## src/rtl/dram_ref_pkg.sv

```systemverilog
package dram_ref_pkg;

    typedef enum logic [1:0] {
        M_PAUSE,
        M_WAKE,
        M_RUN
    } seq_mode_e;

    typedef enum logic [2:0] {
        E_IDLE,
        E_WAIT,
        E_LEAD,
        E_ACT,
        E_PRE
    } cbr_phase_e;

    // Convert a duration in ns into whole clock cycles, rounding up, never below one.
    function automatic int unsigned ns_to_cyc(input int unsigned ns, input int unsigned period_ps);
        int unsigned c;
        c = (ns * 1000 + period_ps - 1) / period_ps;
        return (c == 0) ? 1 : c;
    endfunction

endpackage

```

## src/rtl/ref_interval_timer.sv

```systemverilog
module ref_interval_timer #(
    parameter int unsigned PERIOD = 3907
) (
    input  logic clk,
    input  logic rst_n,
    input  logic run,
    output logic tick
);
    localparam int unsigned TW = $clog2(PERIOD + 1);
    localparam logic [TW-1:0] LAST = TW'(PERIOD - 1);

    logic [TW-1:0] cnt_d, cnt_q;

    always_comb begin
        tick  = run && (cnt_q == LAST);
        cnt_d = cnt_q;
        if (!run || tick) begin
            cnt_d = '0;
        end else begin
            cnt_d = cnt_q + TW'(1);
        end
    end

    always_ff @(posedge clk or negedge rst_n) begin
        if (!rst_n) cnt_q <= '0;
        else        cnt_q <= cnt_d;
    end

    // the interval counter never passes its terminal value
    a_r7_timer_in_range: assert property (@(posedge clk) disable iff (!rst_n)
        cnt_q <= LAST);

    // while running, a tick is followed by a fresh interval
    a_r7_restart_after_tick: assert property (@(posedge clk) disable iff (!rst_n)
        (tick && run) |=> (cnt_q == '0));

endmodule

```

## src/rtl/ref_defer_counter.sv

```systemverilog
module ref_defer_counter #(
    parameter int unsigned LIMIT = 4,
    localparam int unsigned PW = $clog2(LIMIT + 1)
) (
    input  logic          clk,
    input  logic          rst_n,
    input  logic          tick,
    input  logic          dec,
    input  logic          clr,
    output logic [PW-1:0] pending,
    output logic          ovf
);
    localparam logic [PW-1:0] FULL = PW'(LIMIT);

    logic [PW-1:0] pend_d, pend_q;

    always_comb begin
        ovf    = tick && !dec && (pend_q == FULL);
        pend_d = pend_q;
        if (clr || ovf) begin
            pend_d = '0;
        end else if (tick && !dec) begin
            pend_d = pend_q + PW'(1);
        end else if (dec && !tick) begin
            pend_d = pend_q - PW'(1);
        end
    end

    always_ff @(posedge clk or negedge rst_n) begin
        if (!rst_n) pend_q <= '0;
        else        pend_q <= pend_d;
    end

    assign pending = pend_q;

    // the backlog never exceeds its limit
    a_r8_backlog_bounded: assert property (@(posedge clk) disable iff (!rst_n)
        pend_q <= FULL);

    // a completed refresh is only credited against an existing backlog
    a_r8_dec_needs_backlog: assert property (@(posedge clk) disable iff (!rst_n)
        dec |-> (pend_q != '0));

    // a lost deadline empties the backlog
    a_r9_ovf_discards: assert property (@(posedge clk) disable iff (!rst_n)
        ovf |=> (pend_q == '0));

endmodule

```

## src/rtl/ref_cbr_engine.sv

```systemverilog
module ref_cbr_engine
    import dram_ref_pkg::*;
#(
    parameter int unsigned LEAD_CYC = 2,
    parameter int unsigned ACT_CYC  = 13,
    parameter int unsigned PRE_CYC  = 8
) (
    input  logic clk,
    input  logic rst_n,
    input  logic want,
    input  logic gnt,
    output logic req,
    output logic ras_n,
    output logic cas_n,
    output logic done
);
    localparam int unsigned SPAN0 = (LEAD_CYC > ACT_CYC) ? LEAD_CYC : ACT_CYC;
    localparam int unsigned SPAN  = (SPAN0 > PRE_CYC) ? SPAN0 : PRE_CYC;
    localparam int unsigned CW    = $clog2(SPAN + 1);
    localparam logic [CW-1:0] LEAD_LD = CW'(LEAD_CYC - 1);
    localparam logic [CW-1:0] ACT_LD  = CW'(ACT_CYC - 1);
    localparam logic [CW-1:0] PRE_LD  = CW'(PRE_CYC - 1);

    typedef struct packed {
        cbr_phase_e    phase;
        logic [CW-1:0] cnt;
        logic          req;
        logic          ras_n;
        logic          cas_n;
    } eng_t;

    eng_t eng_d, eng_q;

    always_comb begin
        eng_d = eng_q;
        done  = 1'b0;
        unique case (eng_q.phase)
            E_IDLE: begin
                if (want) begin
                    eng_d.req   = 1'b1;
                    eng_d.phase = E_WAIT;
                end
            end
            E_WAIT: begin
                if (gnt) begin
                    eng_d.phase = E_LEAD;
                    eng_d.cas_n = 1'b0;
                    eng_d.cnt   = LEAD_LD;
                end
            end
            E_LEAD: begin
                if (eng_q.cnt == '0) begin
                    eng_d.phase = E_ACT;
                    eng_d.ras_n = 1'b0;
                    eng_d.cnt   = ACT_LD;
                end else begin
                    eng_d.cnt = eng_q.cnt - CW'(1);
                end
            end
            E_ACT: begin
                if (eng_q.cnt == '0) begin
                    eng_d.phase = E_PRE;
                    eng_d.ras_n = 1'b1;
                    eng_d.cas_n = 1'b1;
                    eng_d.cnt   = PRE_LD;
                end else begin
                    eng_d.cnt = eng_q.cnt - CW'(1);
                end
            end
            E_PRE: begin
                if (eng_q.cnt == '0) begin
                    done        = 1'b1;
                    eng_d.req   = 1'b0;
                    eng_d.phase = E_IDLE;
                end else begin
                    eng_d.cnt = eng_q.cnt - CW'(1);
                end
            end
            default: begin
                eng_d.phase = E_IDLE;
                eng_d.req   = 1'b0;
                eng_d.ras_n = 1'b1;
                eng_d.cas_n = 1'b1;
            end
        endcase
    end

    always_ff @(posedge clk or negedge rst_n) begin
        if (!rst_n) begin
            eng_q <= '{phase: E_IDLE, cnt: '0, req: 1'b0, ras_n: 1'b1, cas_n: 1'b1};
        end else begin
            eng_q <= eng_d;
        end
    end

    assign req   = eng_q.req;
    assign ras_n = eng_q.ras_n;
    assign cas_n = eng_q.cas_n;

    // the row strobe only falls while the column strobe was already low
    a_r4_cas_leads_ras: assert property (@(posedge clk) disable iff (!rst_n)
        $fell(ras_n) |-> (!cas_n && !$past(cas_n)));

    // the column strobe falls with the row strobe high
    a_r4_cas_falls_ras_high: assert property (@(posedge clk) disable iff (!rst_n)
        $fell(cas_n) |-> (ras_n && $past(ras_n)));

    // both strobes are released together
    a_r5_joint_release: assert property (@(posedge clk) disable iff (!rst_n)
        $rose(ras_n) |-> $rose(cas_n));

    // a refresh starts only after request and grant were seen together
    a_r6_start_needs_grant: assert property (@(posedge clk) disable iff (!rst_n)
        $fell(cas_n) |-> ($past(gnt) && $past(req)));

    // the request is withdrawn only with both strobes high
    a_r5_req_drop_idle: assert property (@(posedge clk) disable iff (!rst_n)
        $fell(req) |-> (ras_n && cas_n));

endmodule

```

## src/rtl/dram_refresh_seq.sv

```systemverilog
module dram_refresh_seq
    import dram_ref_pkg::*;
#(
    parameter int unsigned CLK_PERIOD_PS = 4000,
    parameter int unsigned PAUSE_NS      = 200000,
    parameter int unsigned REFI_NS       = 15625,
    parameter int unsigned TRAS_NS       = 50,
    parameter int unsigned TRP_NS        = 30,
    parameter int unsigned TCSR_NS       = 5,
    parameter int unsigned WAKE_COUNT    = 8,
    parameter int unsigned DEFER_LIMIT   = 4
) (
    input  logic clk,
    input  logic rst_n,
    input  logic ref_gnt,
    output logic ref_req,
    output logic ras_n,
    output logic cas_n,
    output logic ready,
    output logic overrun
);
    localparam int unsigned PAUSE_CYC = ns_to_cyc(PAUSE_NS, CLK_PERIOD_PS);
    localparam int unsigned REFI_CYC  = ns_to_cyc(REFI_NS, CLK_PERIOD_PS);
    localparam int unsigned ACT_CYC   = ns_to_cyc(TRAS_NS, CLK_PERIOD_PS);
    localparam int unsigned PRE_CYC   = ns_to_cyc(TRP_NS, CLK_PERIOD_PS);
    localparam int unsigned LEAD_CYC  = ns_to_cyc(TCSR_NS, CLK_PERIOD_PS);
    localparam int unsigned PCW       = $clog2(PAUSE_CYC + 1);
    localparam int unsigned WW        = $clog2(WAKE_COUNT + 1);
    localparam int unsigned PW        = $clog2(DEFER_LIMIT + 1);
    localparam logic [PCW-1:0] PAUSE_LAST = PCW'(PAUSE_CYC - 1);
    localparam logic [WW-1:0]  WAKE_LD    = WW'(WAKE_COUNT);

    typedef struct packed {
        seq_mode_e      mode;
        logic [PCW-1:0] pcnt;
        logic [WW-1:0]  wake_left;
        logic           ready;
        logic           overrun;
    } seq_t;

    seq_t seq_d, seq_q;

    logic          run;
    logic          tick;
    logic          want;
    logic          done;
    logic          ovf;
    logic [PW-1:0] pending;

    assign run  = (seq_q.mode == M_RUN);
    assign want = ((seq_q.mode == M_WAKE) && (seq_q.wake_left != '0)) ||
                  (run && (pending != '0));

    ref_interval_timer #(
        .PERIOD(REFI_CYC)
    ) u_timer (
        .clk  (clk),
        .rst_n(rst_n),
        .run  (run),
        .tick (tick)
    );

    ref_defer_counter #(
        .LIMIT(DEFER_LIMIT)
    ) u_defer (
        .clk    (clk),
        .rst_n  (rst_n),
        .tick   (tick),
        .dec    (done && run),
        .clr    (!run),
        .pending(pending),
        .ovf    (ovf)
    );

    ref_cbr_engine #(
        .LEAD_CYC(LEAD_CYC),
        .ACT_CYC (ACT_CYC),
        .PRE_CYC (PRE_CYC)
    ) u_engine (
        .clk  (clk),
        .rst_n(rst_n),
        .want (want),
        .gnt  (ref_gnt),
        .req  (ref_req),
        .ras_n(ras_n),
        .cas_n(cas_n),
        .done (done)
    );

    always_comb begin
        seq_d = seq_q;
        unique case (seq_q.mode)
            M_PAUSE: begin
                if (seq_q.pcnt == PAUSE_LAST) begin
                    seq_d.mode      = M_WAKE;
                    seq_d.pcnt      = '0;
                    seq_d.wake_left = WAKE_LD;
                end else begin
                    seq_d.pcnt = seq_q.pcnt + PCW'(1);
                end
            end
            M_WAKE: begin
                if (done) begin
                    if (seq_q.wake_left == WW'(1)) begin
                        seq_d.mode      = M_RUN;
                        seq_d.ready     = 1'b1;
                        seq_d.wake_left = '0;
                    end else begin
                        seq_d.wake_left = seq_q.wake_left - WW'(1);
                    end
                end
            end
            M_RUN: begin
                if (ovf) begin
                    seq_d.mode      = M_WAKE;
                    seq_d.wake_left = WAKE_LD;
                    seq_d.ready     = 1'b0;
                    seq_d.overrun   = 1'b1;
                end
            end
            default: begin
                seq_d.mode  = M_PAUSE;
                seq_d.pcnt  = '0;
                seq_d.ready = 1'b0;
            end
        endcase
    end

    always_ff @(posedge clk or negedge rst_n) begin
        if (!rst_n) begin
            seq_q <= '{mode: M_PAUSE, pcnt: '0, wake_left: '0, ready: 1'b0, overrun: 1'b0};
        end else begin
            seq_q <= seq_d;
        end
    end

    assign ready   = seq_q.ready;
    assign overrun = seq_q.overrun;

    // nothing is requested or strobed during the power-up pause
    a_r2_quiet_pause: assert property (@(posedge clk) disable iff (!rst_n)
        (seq_q.mode == M_PAUSE) |-> (!ref_req && ras_n && cas_n));

    // ready rises together with the end of the final wake-up request
    a_r3_ready_with_req_drop: assert property (@(posedge clk) disable iff (!rst_n)
        $rose(ready) |-> $fell(ref_req));

    // a lost deadline drops ready and raises the flag on the next edge
    a_r9_ovf_reaction: assert property (@(posedge clk) disable iff (!rst_n)
        ovf |=> (!ready && overrun));

    // the overrun flag never clears outside reset
    a_r10_overrun_sticky: assert property (@(posedge clk) disable iff (!rst_n)
        overrun |=> overrun);

endmodule

```

## config.mk

```make
export PLATFORM = sky130hd
export DESIGN_NAME = dram_refresh_seq
export DESIGN_NICKNAME = d
export VERILOG_FILES = /design/src/rtl/dram_ref_pkg.sv /design/src/rtl/ref_interval_timer.sv /design/src/rtl/ref_defer_counter.sv /design/src/rtl/ref_cbr_engine.sv /design/src/rtl/dram_refresh_seq.sv
export SDC_FILE = /design/constraint.sdc
export NUM_CORES = 1
export LEC_CHECK = 0
export BUFFER_PORTS_ARGS = -buffer_cell sky130_fd_sc_hd__clkbuf_2
export CORE_AREA = 2 2 75 77
export DETAILED_ROUTE_END_ITERATION = 10
export DIE_AREA = 0 0 77 79
export GPL_ROUTABILITY_DRIVEN = 0
export GPL_TIMING_DRIVEN = 0
export PLACE_DENSITY = 0.68
export SYNTH_ARGS = -nofsm -noshare
export SYNTH_HDL_FRONTEND = slang
export SYNTH_SLANG_ARGS = --single-unit
```

## constraint.sdc

```tcl
create_clock -name clk -period 2.86 [get_ports clk]
set_input_delay 0.143 -clock clk [delete_from_list [all_inputs] [get_ports clk]]
set_output_delay 0.143 -clock clk [all_outputs]
set_load 0.1 [all_outputs]
```

**Word level (Yosys, flattened, before mapping)**

Cells that the tools add are included.

- Flip-flop bits (word level): 49
- Input bits: 3
- Word-level logic and storage cells: 113
- Output and inout bits: 5

- Bitwise logic cells: 4
- Eq/ne operators: 20
- Mux-type cells: 37
- Reductions and logical operators: 34
- $add $sub $neg: 6

Operator list:

| kind | number |
|---|---|
| one-hot mux 16 bit (2 select lines) | 1 |
| two-way mux 3 bit | 7 |
| two-way mux 4 bit | 5 |
| adder 16 x 1 -> 16 bit (second input constant) | 1 |
| == test 16 bit (second input constant) | 1 |
| two-way mux 16 bit | 1 |
| one-hot mux 4 bit (4 select lines) | 1 |
| one-hot mux 3 bit (5 select lines) | 1 |
| adder 12 x 1 -> 12 bit (second input constant) | 1 |
| == test 12 bit (second input constant) | 1 |
| two-way mux 12 bit | 1 |
| != test 2 x 1 -> 1 bit (second input constant) | 6 |
| one-hot mux 1 bit (3 select lines) | 4 |
| one-hot mux 4 bit (3 select lines) | 1 |
| AND reduction 3 bit | 4 |
| AND reduction 4 bit | 3 |
| two-way mux 2 bit | 5 |
| nonzero test 3 bit | 3 |
| OR reduction 3 bit | 3 |
| != test 2 bit (second input constant) | 4 |
| nonzero test 4 bit | 2 |
| subtractor 4 x 1 -> 4 bit (second input constant) | 2 |
| logical AND 1 bit | 7 |
| two-way mux 7 bit | 1 |
| other kinds (21) | 35 |

**Longest topological paths before layout**

Gate-level depths: netlist (run 1).

- Depth after elaboration: 9
- Mapped depth: 11
- Mapped depth without buffers: 10

**Cells and area by module**

Synthesis (run 1) repeated with hierarchy kept, for this count alone.

- Cells, all modules: 315
- Area total of the unflattened synthesis: 2985.4 sq um

By module, submodules not included:

| module | cells an instance | area an instance (sq um) | seq. area each (sq um) | instances |
|---|---|---|---|---|
| dram_refresh_seq | 150 | 1462.7 | 600.6 | 1 |
| ref_cbr_engine | 76 | 653.1 | 252.7 | 1 |
| ref_interval_timer | 61 | 625.6 | 300.3 | 1 |
| ref_defer_counter | 28 | 244.0 | 75.1 | 1 |

**Least setup slack after synthesis (run 1)**

No wires, ideal clock.

- Kind: register to register
- From: reg u_engine.eng_q[3] (netlist name)
- To: reg u_defer.pend_q[2] (netlist: u_defer.pending[2])
- Cell stages (with the launch flop): 12
- Path buffers: 1
- Arrival: 2208 ps
- Library setup time: 124 ps
- Data required time: 2736 ps
- Clock period less this slack: 2332 ps
- Slack: 528 ps
- Cell sequence: dfrtp_1 -> inv_1 -> ha_1 -> nor3b_2 -> and3_1 -> buf_2 -> nor2_1 -> nand2_1 -> fa_1 -> nand3_1 -> o21ai_0 -> o31a_1

- Word-level cells in the longest chain between the ends: 9
- Elaborated cells between the ends (all ways): 12
- Classes of those cells: mux (4); reduce/logical (8)

Ends and longest elaborated chain:

| item | line | RTL |
|---|---|---|
| from (decl) | ref_cbr_engine.sv:32 | `eng_t eng_d, eng_q;` |
| from (signal assigned) | ref_cbr_engine.sv:90 | `eng_q <= '{phase: E_IDLE, cnt: '0, req: 1'b0, ras_n: 1'b1, cas_n: 1'b1};` |
| from (signal assigned) | ref_cbr_engine.sv:92 | `eng_q <= eng_d;` |
| logical NOT 4 bit * | ref_cbr_engine.sv:71 | `if (eng_q.cnt == '0) begin` |
| two-way mux 1 bit * | ref_cbr_engine.sv:71 |  |
| two-way mux 1 bit * | ref_cbr_engine.sv:37 | `unique case (eng_q.phase)` |
| logical AND 1 bit * | dram_refresh_seq.sv:69 | `.dec (done && run),` |
| logical NOT 1 bit | ref_defer_counter.sv:18, ref_defer_counter.sv:22 |  |
| logical AND 1 bit | ref_defer_counter.sv:18, ref_defer_counter.sv:22 |  |
| logical AND 1 bit | ref_defer_counter.sv:18 | `ovf = tick && !dec && (pend_q == FULL);` |
| logical OR 1 bit | ref_defer_counter.sv:20 | `if (clr \|\| ovf) begin` |
| nonzero test 3 bit (no line) or two-way mux 3 bit (tied branches) | -- |  |
| to (signal assigned) | ref_defer_counter.sv:31 | `else pend_q <= pend_d;` |
| to (decl) | ref_defer_counter.sv:15 | `logic [PW-1:0] pend_d, pend_q;` |

Every way passes the cells marked *; elsewhere a longest branch is shown, timed or not.
A chain may end at the register's enable or synchronous reset.

**Worst setup path in the final report (run 1)**

Same ends and word-level chain as after synthesis.

==> flow_metrics.py, run 1 <==
metrics = {
    "outcome": {
        "status": "finished clean",
    },
    "sta": {
        "fin_skew_ns": 0.00417,
        "max_slew_margin_pct": 63.5,
        "max_freq_mhz": 382,
        "hold_ws_ns": 0.216,
        "rsz0062_at_grt": "false",
        "slew_viol_final": 0,
        "finalCritPeriodShare_pct": 91.5,
        "hold_viol_final": 0,
        "setup_viol": 0,
        "finalCriticalPeriod_ns": 2.62,
        "setup_tns_ns": 0,
        "worstMarginPinSlew_ns": 0.551,
        "setup_ws_ns": 0.244,
    },
    "cts": {
        "root_buffer": "clkbuf_8",
        "ctsResizeCount": 0,
        "path_clk_slew_ns": 0.09,
        "numClockSinks": 49,
        "cts_tree": "yes",
        "ctsHtreeMaxLevel": 2,
        "cts_made_buffers": 5,
        "clock_path_buffers": 2,
        "clkLatencyLatePin_ns": 0.30,
    },
    "logic_synthesis": {
        "synthArstFlopShare_pct": 100,
        "synth_xor_area_share_pct": 5.56,
        "syn_inst": 302,
        "yosys-top-cells-area": "dfrtp_1, nor2_1, ha_1",
        "syn_nets": 317,
        "synth_area_leader_cell": "dfrtp_1",
        "synthFlopType": "dfrtp_1",
        "synth-compound-area-share_pct": 16.6,
        "muxShareOfSynthArea_pct": 0.397,
        "synth_top_area_share_pct": 41.5,
        "synth-simple-area-share_pct": 25.1,
        "synth_area_sq_um": 2830,
        "synth_top_family_by_area": "simple AND/OR/NAND/NOR gates",
        "post_synth_num_cell_types": 57,
        "synth-edff-count": 0,
        "synth_area_per_cell_sq_um": 9.38,
        "synth_warnings": 0,
        "synth-seq-cells": 49,
        "seq_area_frac_synth_pct": 43.4,
        "synthAdderAreaFrac_pct": 5.56,
    },
    "global_route": {
        "grt_max_degree": 50,
        "grt_pass1_vias": 2140,
        "track_usage_pct": 20.1,
        "antenna_found_initial": 0,
        "grt_overflow": 0,
        "grt_pass1_wl_um": 9830,
    },
    "critical_path": {
        "start_kind": "flop",
        "crit_fanout": 9,
        "required_ns": 3.05,
        "cp.arrival_ns": 2.81,
        "path_class": "flop to flop",
        "end_kind": "flop",
    },
    "cells_and_area": {
        "multi_input_area_sq_um": 1510,
        "final_area_sq_um": 3070,
        "seqCellArea_sq_um": 1230,
        "layout_commonest_cell": "dfrtp_1",
        "fin_util_pct": 57.5,
        "drive_gt1_share_pct": 9.09,
        "n_fill_cell": 519,
        "diodes": 0,
        "mostFrequentLayoutCells": "dfrtp_1, nor2_1, nand2_1",
        "area_growth_pct": 8.39,
        "fin_nets": 333,
    },
    "floorplanning": {
        "initial_core_util_pct": 53.1,
        "pin_count": 8,
        "die_w_um": 77,
        "fp-row-count": 27,
        "die_h_um": 79,
        "die_area_sq_um": 6080,
        "coreArea_sq_um": 5340,
    },
    "pwr": {
        "peakVddDrop_mv": 0.617,
        "cellPowerDensity_nw_per_um2": 603,
        "total_leakage_power_uw": 0.00137,
    },
    "placed_design": {
        "place.port_buffers": 7,
        "dp_worst_setup_slack_ns": 0.267,
        "place_area_sq_um": 2960,
        "dp_hpwl_um": 3740,
    },
    "route": {
        "vias": 2250,
        "drt-initial-drc-count": 138,
        "via_per_inst": 5.75,
        "ant_nets": 0,
        "wl_per_cell_um": 13.9,
        "wl_um": 5420,
        "route.detailed.drc": 0,
        "dr.pass1.iters": 4,
    },
    "hold_path": {
        "hp-class": "input pin to flop",
    },
    "run": {
        "max_cap_violations": 0,
    },
}
[kinds of logic (layout without fill, tap and decap cells)]
family	count (synthesis)	after routing
multiplexers	1	1
XOR/XNOR	18	18
adder cells (fa/ha/maj)	12	12
AO/OA/AOI/OAI	67	67
buffers and inverters	24	41
AND/OR/NAND/NOR	131	131
flip-flops	49	49
[synth_stat cells (all sizes together), types with 3 or more instances]
library cell / n
or2: 3
nor2: 40
xor2: 7
nand3: 10
a21oi: 15
nor3: 9
dfrtp: 47
o31ai: 6
and3: 14
a32o: 3
nor2b: 6
nand2: 22
nand2b: 6
nand4: 3
ha: 11
xnor2: 11
nand4b: 4
a31oi: 6
buf: 3
o21ai: 18
clkbuf: 8
inv: 13
[power breakdown]
| part | total (uW) | internal [uW] | switching [uW] | leakage [uW] |
|---|---|---|---|---|
| clock | 403 | 170 | 233 | 0.0000450 |
| sequential | 827 | 768 | 58.8 | 0.000649 |
| combinational | 622 | 194 | 429 | 0.000673 |
| total | 1850 | 1130 | 720 | 0.00137 |
[what timing repair did]
action | in CTS | in global routing
hold buffers | 0 | 1
setup buffers | 0 | 0
hold endpoints to repair | 0 | 15
setup endpoints to repair | 0 | 0
[final timing paths]
path                                        start                 end  slack, ns  cells after the start
max in group asynchronous                   rst_n      u_engine.cas_n       2.00                      3
worst min-delay path                      ref_gnt      u_engine.cas_n       0.22                      4
worst max register to register  u_engine.eng_q[3]  u_defer.pending[2]       0.24                     11
min in group asynchronous                   rst_n           seq_q[19]       0.29                      2
worst min register to register            overrun             overrun       0.49                      1
worst max-delay path            u_engine.eng_q[3]  u_defer.pending[2]       0.24                     11
[worst max-delay path: stages (launching register included)]
cell and delay, ns:
dfrtp_1 0.43, inv_1 0.08, ha_1 0.24, nor3b_2 0.18, and3_1 0.16, buf_2 0.18
nor2_1 0.23, nand2_1 0.14, fa_1 0.44, nand3_1 0.08, o21ai_0 0.08, o31a_1 0.28
[flip-flops by register name, indices dropped and copies added (netlist names)]
name and flops:
seq_q 22, u_timer.cnt_q 12, u_engine.eng_q 7, u_defer.pending 3, overrun 1, ready 1, u_engine.cas_n 1, u_engine.ras_n 1
u_engine.req 1
[routing by layer]
layer	share of wire, %	global-route usage, %
met4	0.96	6.43
met2	47	33.2
met5	0	0
met3	3.0	3.75
met1	49	27.0
[area by class of cell]
type | instances | share of cell area, %
buffer | 11 | 1.63
inverter | 13 | 1.59
timing repair buffer | 9 | 2.12
clock buffer | 6 | 2.36
tap | 72 | 2.93
clock inverter | 2 | 0.326
multi-input combinational | 229 | 49.0
sequential | 49 | 40.0
[through the flow]
stage,instances,total power (uW)
6_report,391,1850
2_1_floorplan,302,1340
5_1_grt,391,1990
3_5_place_dp,381,1460
4_1_cts,389,1860
3_3_place_gp,381,1450
(Power assumes the default switching activity.)
==> run 2, diff against run 1 <==
--- a/config.mk
+++ b/config.mk
@@ -6,12 +6,13 @@
 export NUM_CORES = 1
 export LEC_CHECK = 0
 export BUFFER_PORTS_ARGS = -buffer_cell sky130_fd_sc_hd__clkbuf_2
-export CORE_AREA = 2 2 75 77
+export CORE_AREA = 2 2 90 92
 export DETAILED_ROUTE_END_ITERATION = 10
-export DIE_AREA = 0 0 77 79
+export DIE_AREA = 0 0 92 94
 export GPL_ROUTABILITY_DRIVEN = 0
 export GPL_TIMING_DRIVEN = 0
-export PLACE_DENSITY = 0.68
+export PLACE_DENSITY = 0.52
 export SYNTH_ARGS = -nofsm -noshare
 export SYNTH_HDL_FRONTEND = slang
+export SYNTH_HIERARCHICAL = 1
 export SYNTH_SLANG_ARGS = --single-unit
==> run 2 against run 1 <==
  * Sequential power decreased by 16%
  * Critical path type unchanged
  * Via count up 4.8%
  * Combinational power decreased by 97%
  * Clock-buffer cell count unchanged
==> flow_metrics.py, run 2 <==
metrics = {
    "hold_path": {
        "hold_start": "ref_gnt",
        "hp-class": "input pin to flop",
        "holdPathEnd": "u_engine/eng_q[3]",
        "hold_path_depth": 3,
    },
    "logic_synthesis": {
        "synth_area_sq_um": 2990,
        "synth-seq-cells": 49,
        "synth_area_per_cell_sq_um": 9.48,
        "syn_inst": 315,
        "synth-edff-count": 0,
        "syn_nets": 330,
        "synthFlopType": "dfrtp_1",
        "synth_most_common_cell": "dfrtp_1",
        "synth_warnings": 6,
        "seq_area_frac_synth_pct": 41.2,
        "synth_area_leader_cell": "dfrtp_1",
        "yosys-top-cells-area": "dfrtp_1, ha_1, nor2_1",
        "synth_top_area_share_pct": 39.4,
        "post_synth_num_cell_types": 67,
        "ys_top_cells_by_count": "dfrtp_1, nor2_1, nand2_1, inv_1, a21oi_1",
        "synthArstFlopShare_pct": 100,
    },
    "floorplanning": {
        "fp-row-count": 32,
        "coreArea_sq_um": 7610,
        "die_w_um": 92,
        "die_h_um": 94,
        "die_area_sq_um": 8650,
        "initial_core_util_pct": 39.2,
        "pin_count": 8,
    },
    "pwr": {
        "total_leakage_power_uw": 0.00131,
        "cellPowerDensity_nw_per_um2": 342,
        "peakVddDrop_mv": 0.174,
    },
    "global_route": {
        "grt_pass1_wl_um": 11200,
        "grt_overflow": 0,
        "grt_max_degree": 50,
        "antenna_found_initial": 0,
        "track_usage_pct": 15.9,
        "grt_pass1_vias": 2358,
    },
    "cts": {
        "cts_tree": "yes",
        "numClockSinks": 49,
        "clkLatencyLatePin_ns": 0.31,
        "root_buffer": "clkbuf_8",
        "clock_path_buffers": 2,
        "path_clk_slew_ns": 0.10,
        "cts_made_buffers": 5,
        "ctsHtreeMaxLevel": 2,
    },
    "critical_path": {
        "reg2reg_depth": 8,
        "rrSetupSlack_ns": 0.13,
        "r2r_start": "u_timer/cnt_q[2]",
        "cpMostUsedCell": "nor4_4",
        "r2r_end": "seq_q[5]",
        "cp_cell_sequence": "or4b_4 > nor4_4 > nand2b_4 > nor4_4 > nor2b_2 > a221oi_4 > nand2_4 > mux2_4",
        "slowest_stage": "or4b_4",
        "start_kind": "flop",
        "end_kind": "flop",
        "crit_fanout": 7,
        "cp.arrival_ns": 2.93,
        "required_ns": 3.06,
        "path_class": "flop to flop",
        "cpPeakStageDelay_ns": 0.59,
    },
    "sta": {
        "max_slew_margin_pct": 58.3,
        "hold_viol_final": 0,
        "max_freq_mhz": 366,
        "finalCriticalPeriod_ns": 2.73,
        "setup_tns_ns": 0,
        "slew_viol_final": 0,
        "fin_skew_ns": 0.00426,
        "setup_viol": 0,
        "worstMarginPinSlew_ns": 0.625,
        "finalCritPeriodShare_pct": 95.5,
    },
    "cells_and_area": {
        "diodes": 0,
        "largest_register_ffs": 22,
        "layout_commonest_cell": "dfrtp_1",
        "fin_nets": 348,
        "final_area_sq_um": 3330,
        "mostFrequentLayoutCells": "dfrtp_1, nor2_1, nand2_1",
        "multi_input_area_sq_um": 1670,
        "reg_top3": "seq_q: 22 flops, u_timer/cnt_q: 12 flops, u_engine/eng_q: 7 flops",
        "fin_util_pct": 43.7,
        "drive_gt1_share_pct": 15.3,
        "n_fill_cell": 753,
        "instances_no_fill": 436,
        "seqCellArea_sq_um": 1230,
        "area_growth_pct": 11.4,
        "largest-register": "seq_q",
    },
    "route": {
        "wl_um": 6310,
        "dr.pass1.iters": 4,
        "vias": 2358,
        "wl_per_cell_um": 14.5,
        "via_per_inst": 5.41,
        "drt-initial-drc-count": 114,
        "ant_nets": 0,
        "route.detailed.drc": 0,
    },
    "placed_design": {
        "place_area_sq_um": 3150,
        "place.port_buffers": 7,
        "dp.cells": 424,
        "dp_hpwl_um": 4320,
    },
    "outcome": {
        "status": "finished clean",
    },
    "run": {
        "max_cap_violations": 0,
    },
}
run 2: cell types whose count changed in the layout (fill, tap and decap cells not counted), moves of 5 or more:
cell      change
and3_1       -13
inv_1         +8
nand2_1       +7
nor2_1        -6
nor2b_1       -6
clkbuf_1      -5
nor4_1        +5
run 2: layout make-up:
cell class / count / area share, %
multi-input cells: 235 / 50.1
well taps: 102 / 3.84
plain buffers: 9 / 1.62
clock inverters: 2 / 0.451
clock buffers: 6 / 2.18
inverters: 22 / 2.48
repair buffers: 11 / 2.41
flip-flops and latches: 49 / 36.9
run 2: logic make-up after synthesis:
kind of cell    share of synthesized area [%]
buf+inv                                  4.57
xor+xnor                                 4.69
simple gates                             23.9
flops                                    41.2
compound gates                           17.3
mux                                      3.06
fa+ha+maj                                5.28
run 2: metrics by stage:
stage          hold slack (ns)  setup WS (ns)  total power, uW
4_1_cts                  0.162       0.000978             1150
5_1_grt                  0.207       -0.00244             1190
2_1_floorplan           -0.153          0.228              706
3_5_place_dp             0.466         -0.133              723
3_3_place_gp             0.450        -0.0912              723
6_report                 0.171          0.129             1140
run 2: worst max path at each step:
| stage | from | endpoint | slack, ns |
|---|---|---|---|
| global placement | seq_q[22] | seq_q[23] | -0.09 |
| CTS | seq_q[22] | seq_q[23] | 0.001 |
| global route | u_timer/cnt_q[2] | seq_q[2] | -0.002 |
| floorplan | u_timer/cnt_q[2] | seq_q[2] | 0.23 |
| detailed placement | seq_q[22] | seq_q[23] | -0.13 |
| finish | u_timer/cnt_q[2] | seq_q[5] | 0.13 |
run 2: metal layers:
metal  GRT usage (%)  vias to the layer above  share of wire [%]
met4            4.98                        0               0.90
met5               0                        -                  0
met1            22.6                     1124                 50
met3            2.65                        4                3.7
li1                -                     1177                  -
met2            24.9                       53                 45
run 2: worst max-delay path, delay by kind of cell, from the launching register on:
kind / cells / cell delay, ns
AND/OR/NAND/NOR: 6 / 1.60
AO/OA/AOI/OAI: 1 / 0.25
flip-flops: 1 / 0.47
multiplexers: 1 / 0.31
run 2: repair_timing:
action | CTS | global route
gates resized for setup | 2 | 6
pin swaps | 0 | 1
endpoints found under the setup margin | 5 | 9
buffers inserted | 0 | 2
hold buffers | 0 | 1
hold endpoints to repair | 0 | 25
run 2: report_power, final:
group | switching (uW) | internal (uW)
sequential | 0 | 692
clock | 251 | 173
combinational | 15.2 | 4.62
